`src/rtl/prng_lfsr8_pkg.sv`:
```
package prng_lfsr8_pkg;
  localparam int STATE_W = 8;
  localparam logic [STATE_W-1:0] TAP_MASK = 8'b0001_1101;
  localparam logic [STATE_W-1:0] SAFE_VALUE = 8'h01;

  typedef struct packed {
    logic clear;
    logic load;
    logic advance;
  } ctrlStrobes_t;
endpackage

```
`src/rtl/prng_lfsr8_ctrl.sv`:
```
module prng_lfsr8_ctrl
  import prng_lfsr8_pkg::*;
(
  input  logic         rst,
  input  logic         stepEn,
  input  logic         seedLoad,
  output ctrlStrobes_t strobes
);
  // Fixed priority: clear, then load, then advance. At most one strobe is high.
  always_comb begin
    strobes = '0;
    if (rst) begin
      strobes.clear = 1'b1;
    end else if (seedLoad) begin
      strobes.load = 1'b1;
    end else if (stepEn) begin
      strobes.advance = 1'b1;
    end
  end
endmodule

```
`src/rtl/prng_lfsr8_dp.sv`:
```
module prng_lfsr8_dp
  import prng_lfsr8_pkg::*;
#(
  parameter int WIDTH = STATE_W,
  parameter logic [WIDTH-1:0] TAPS = TAP_MASK,
  parameter logic [WIDTH-1:0] SAFE = SAFE_VALUE
) (
  input  logic             clk,
  input  ctrlStrobes_t     strobes,
  input  logic [WIDTH-1:0] seedIn,
  output logic [WIDTH-1:0] stateQ
);
  localparam int TOP = WIDTH - 1;

  logic [WIDTH-1:0] tapTerms;
  logic             feedbackBit;
  logic [WIDTH-1:0] seedSafe;
  logic [WIDTH-1:0] shiftedState;
  logic [WIDTH-1:0] stateNext;

  // Keep only the tapped bits; their XOR is the feedback bit.
  for (genvar i = 0; i < WIDTH; i++) begin : g_tap
    if (TAPS[i]) begin : g_on
      assign tapTerms[i] = stateQ[i];
    end else begin : g_off
      assign tapTerms[i] = 1'b0;
    end
  end

  assign feedbackBit  = ^tapTerms;
  assign shiftedState = {feedbackBit, stateQ[TOP:1]};
  assign seedSafe     = (seedIn == '0) ? SAFE : seedIn;

  always_comb begin
    stateNext = stateQ;
    if (strobes.clear) begin
      stateNext = SAFE;
    end else if (strobes.load) begin
      stateNext = seedSafe;
    end else if (strobes.advance) begin
      stateNext = shiftedState;
    end
  end

  always_ff @(posedge clk) begin
    stateQ <= stateNext;
  end
endmodule

```
`src/rtl/prng_lfsr8.sv`:
```
module prng_lfsr8
  import prng_lfsr8_pkg::*;
(
  input  logic               clk,
  input  logic               rst,
  input  logic               stepEn,
  input  logic               seedLoad,
  input  logic [STATE_W-1:0] seedIn,
  output logic [STATE_W-1:0] stateOut,
  output logic               serialOut
);
  ctrlStrobes_t     strobes;
  logic [STATE_W-1:0] stateQ;

  prng_lfsr8_ctrl u_ctrl (
    .rst      (rst),
    .stepEn   (stepEn),
    .seedLoad (seedLoad),
    .strobes  (strobes)
  );

  prng_lfsr8_dp #(
    .WIDTH (STATE_W),
    .TAPS  (TAP_MASK),
    .SAFE  (SAFE_VALUE)
  ) u_dp (
    .clk     (clk),
    .strobes (strobes),
    .seedIn  (seedIn),
    .stateQ  (stateQ)
  );

  assign stateOut  = stateQ;
  assign serialOut = stateQ[STATE_W-1];
endmodule

```
`config.mk`:
```
export PLATFORM = sky130hd
export DESIGN_NAME = prng_lfsr8
export DESIGN_NICKNAME = d
export VERILOG_FILES = /design/src/rtl/prng_lfsr8_pkg.sv /design/src/rtl/prng_lfsr8_ctrl.sv /design/src/rtl/prng_lfsr8_dp.sv /design/src/rtl/prng_lfsr8.sv
export SDC_FILE = /design/constraint.sdc
export NUM_CORES = 1
export LEC_CHECK = 0
export BUFFER_PORTS_ARGS = -buffer_cell sky130_fd_sc_hd__buf_2
export CORE_AREA = 3 3 40 42
export DETAILED_ROUTE_END_ITERATION = 8
export DIE_AREA = 0 0 43 45
export GPL_TIMING_DRIVEN = 0
export PLACE_DENSITY = 0.58
export SLEW_MARGIN = 20
export SYNTH_ARGS = -nofsm -noshare
export SYNTH_HDL_FRONTEND = slang
export SYNTH_SLANG_ARGS = --single-unit
export TNS_END_PERCENT = 5
```
`constraint.sdc`:
```
create_clock -name clk -period 1 [get_ports clk]
set_input_delay 0.1 -clock clk [delete_from_list [all_inputs] [get_ports clk]]
set_output_delay 0.1 -clock clk [all_outputs]
set_load 0.01 [all_outputs]
```
==> qor.csv <==
metric,value,unit
outcome,"finished, final reports clean",
dp.cells,78,
r2r_slack,60,ps
setup_violations,0,
port_buffers,18,
drc,0,
min_period,943,ps
ys_types,21,
slew-limit-headroom,0.829,
required,1160,ps
min_path_type,primary input to flip-flop,
grt_use_total,0.104,
gr-total-overflow,0,
first_iter_violations,3,
fin_setup_tns,0,ps
routedWlPerCell,11.5,um
via_per_inst,4.77,
die-area,0.00194,mm^2
syn_avg_cell_area,9.95,um^2
worstSetupStartpoint,u_dp.stateQ[2]$_SDFFE_PP0P_,
start_util,0.349,
gp_congestion,0.693,
hold_viol,0,
rsz0062_at_grt,false,
grt_pass1_vias,331,
largest_reg_flops,8,
core,0.00128,mm^2
total_power,0.777,mW
grt_max_degree,11,
max_stage_delay,370,ps
clkTransAtPathRegs,50,ps
nets,80,
cp-start-kind,flip-flop,
wl,935,um
p_leak,0.302,nW
area_growth,29.9,%
cp.arrival,1100,ps
top_register,u_dp.stateQ,
yosysSeqAreaShare,0.358,
fmax,1.06,GHz
die_height,45,um
diodes,0,
die_w,43,um
nFillCells,135,
clk_latency,250,ps
top_level_ports,21,
cp_slowest_cell,dfxtp_1,
clock_path_buffers,2,
hold_path_depth,3,
ant_nets,0,
ir_drop,0.657,mV
std_cell_rows,13,
layoutNonFillerInstCount,81,
hold_path_end,u_dp.stateQ[1]$_SDFFE_PP0P_,
post-route-period-util,0.943,
powerDensity,1340,mW/mm^2
grt_pass1_wl,1440,um
ctsRootBufferMaster,clkbuf_4,
fin_ws,57.4,ps
r2r-start,u_dp.stateQ[2]$_SDFFE_PP0P_,
vias,386,
dr.pass1.iters,4,
largestRegisters,u_dp.stateQ: 8 flops,
critPathMaxFanout,4,
ys_ff_latch,8,
fin_skew,0.547,ps
yosys_warnings,0,
hold_start,seedIn[1],
critPathCaptureType,flip-flop,
cts_sinks,8,
crit_chain,xor2_1 > xnor2_1 > o41ai_2,
numCtsBuffers,3,
syn-cell-area,448,um^2
path_class,flip-flop to flip-flop,
syn_inst,45,
syn-num-nets,57,
report.final.slew_viol_count,0,
pre_cts_ws,27.8,ps
cts_setup_buffers,0,
drive_above_1_share,0.439,
rr_endpoint,u_dp.stateQ[7]$_SDFFE_PP0P_,
ff2ff_path_depth,3,
antenna_found_initial,0,
h-tree-depth,1,
maxCapViolCount,0,
worst_pin_slew,254,ps
cts_tree,built,
worst max path at each step:
stage                                  end  slack [ps]  depth (start not counted)
2_1_floorplan  u_dp.stateQ[7]$_SDFFE_PP0P_          70                          3
3_5_place_dp   u_dp.stateQ[7]$_SDFFE_PP0P_          30                          3
4_1_cts        u_dp.stateQ[7]$_SDFFE_PP0P_          20                          3
3_3_place_gp   u_dp.stateQ[7]$_SDFFE_PP0P_          30                          3
5_1_grt        u_dp.stateQ[7]$_SDFFE_PP0P_           2                          3
6_report       u_dp.stateQ[7]$_SDFFE_PP0P_          60                          3
critical path: cells and delay by family, from the launching register on:
| kind | cells | cell delay [ps] |
|---|---|---|
| xor gates and xnor gates | 2 | 290 |
| AOI/OAI and AO/OA | 1 | 190 |
| DFF | 1 | 370 |
per-layer routing:
metal / part of all wire / track usage / wire length [um]
met1: 0.45 / 0.127 / 424
met2: 0.42 / 0.138 / 391
met3: 0.11 / 0.0438 / 101
met4: 0.019 / 0.0904 / 18
met5: 0 / 0 / 0
repair_timing:
action                                  in CTS  in global routing
endpoints found under the setup margin       0                  1
hold buffers                                 0                  0
gates resized for setup                      0                  2
final cells by class:
cell class                 instances  area, um^2  share of cell area
multi-input combinational         31         249               0.428
timing repair buffer              18        90.1               0.155
tap                               15        18.8              0.0323
sequential                         8         163               0.280
clock buffer                       3        22.5              0.0387
inverter                           2        7.51              0.0129
buffer                             4        31.3              0.0538
placed cells by master (no fill, tap or decap), types with 2 or more instances in the layout:
cell type,Yosys,layout
clkbuf_4,0,3
mux2_1,5,5
dfxtp_2,0,2
mux2i_1,6,6
buf_2,1,19
inv_1,2,2
xor2_1,2,2
nor2_1,6,6
dfxtp_1,8,6
buf_4,2,2
synth_stat cells:
cell type  count  area, um^2
o41ai_2        1        16.3
mux2_2         1        11.3
nor3_1         1        5.00
nor4b_1        1        8.76
mux2i_1        6        60.1
nor2b_1        1        6.26
a31oi_1        1        6.26
nor2_1         6        22.5
dfxtp_1        8         160
buf_2          1        5.00
mux2_1         5        56.3
a211oi_1       1        7.51
buf_6          1        11.3
nand2b_1       1        6.26
o21ai_0        1        5.00
xnor2_1        1        8.76
nor4_1         1        6.26
xor2_1         2        17.5
a21oi_1        1        5.00
inv_1          2        7.51
buf_4          2        15.0
per-stage QoR:
stage / util / instance area, um^2 / hold WS, ps
6_report: 0.453 / 582 / 102
5_1_grt: 0.453 / 582 / 113
4_1_cts: 0.451 / 579 / 94.5
3_5_place_dp: 0.433 / 557 / 363
3_3_place_gp: 0.433 / 557 / 357
2_1_floorplan: - / 448 / 247
cell families after synthesis:
kind of cell / count (synthesis) / share of synthesized area
muxes: 12 / 0.285
and+or+nand+nor: 11 / 0.123
DFF: 8 / 0.358
buffers and inverters: 6 / 0.0866
AOI/OAI and AO/OA: 5 / 0.0894
xor gates and xnor gates: 3 / 0.0587
report_power, final:
| group | total, mW | switching (mW) | internal [mW] |
|---|---|---|---|
| Combinational | 0.175 | 0.0824 | 0.0922 |
| Sequential | 0.362 | 0.0180 | 0.344 |
| Clock | 0.241 | 0.104 | 0.137 |
| Total | 0.777 | 0.205 | 0.573 |
Power figures use the tool's default switching activity.
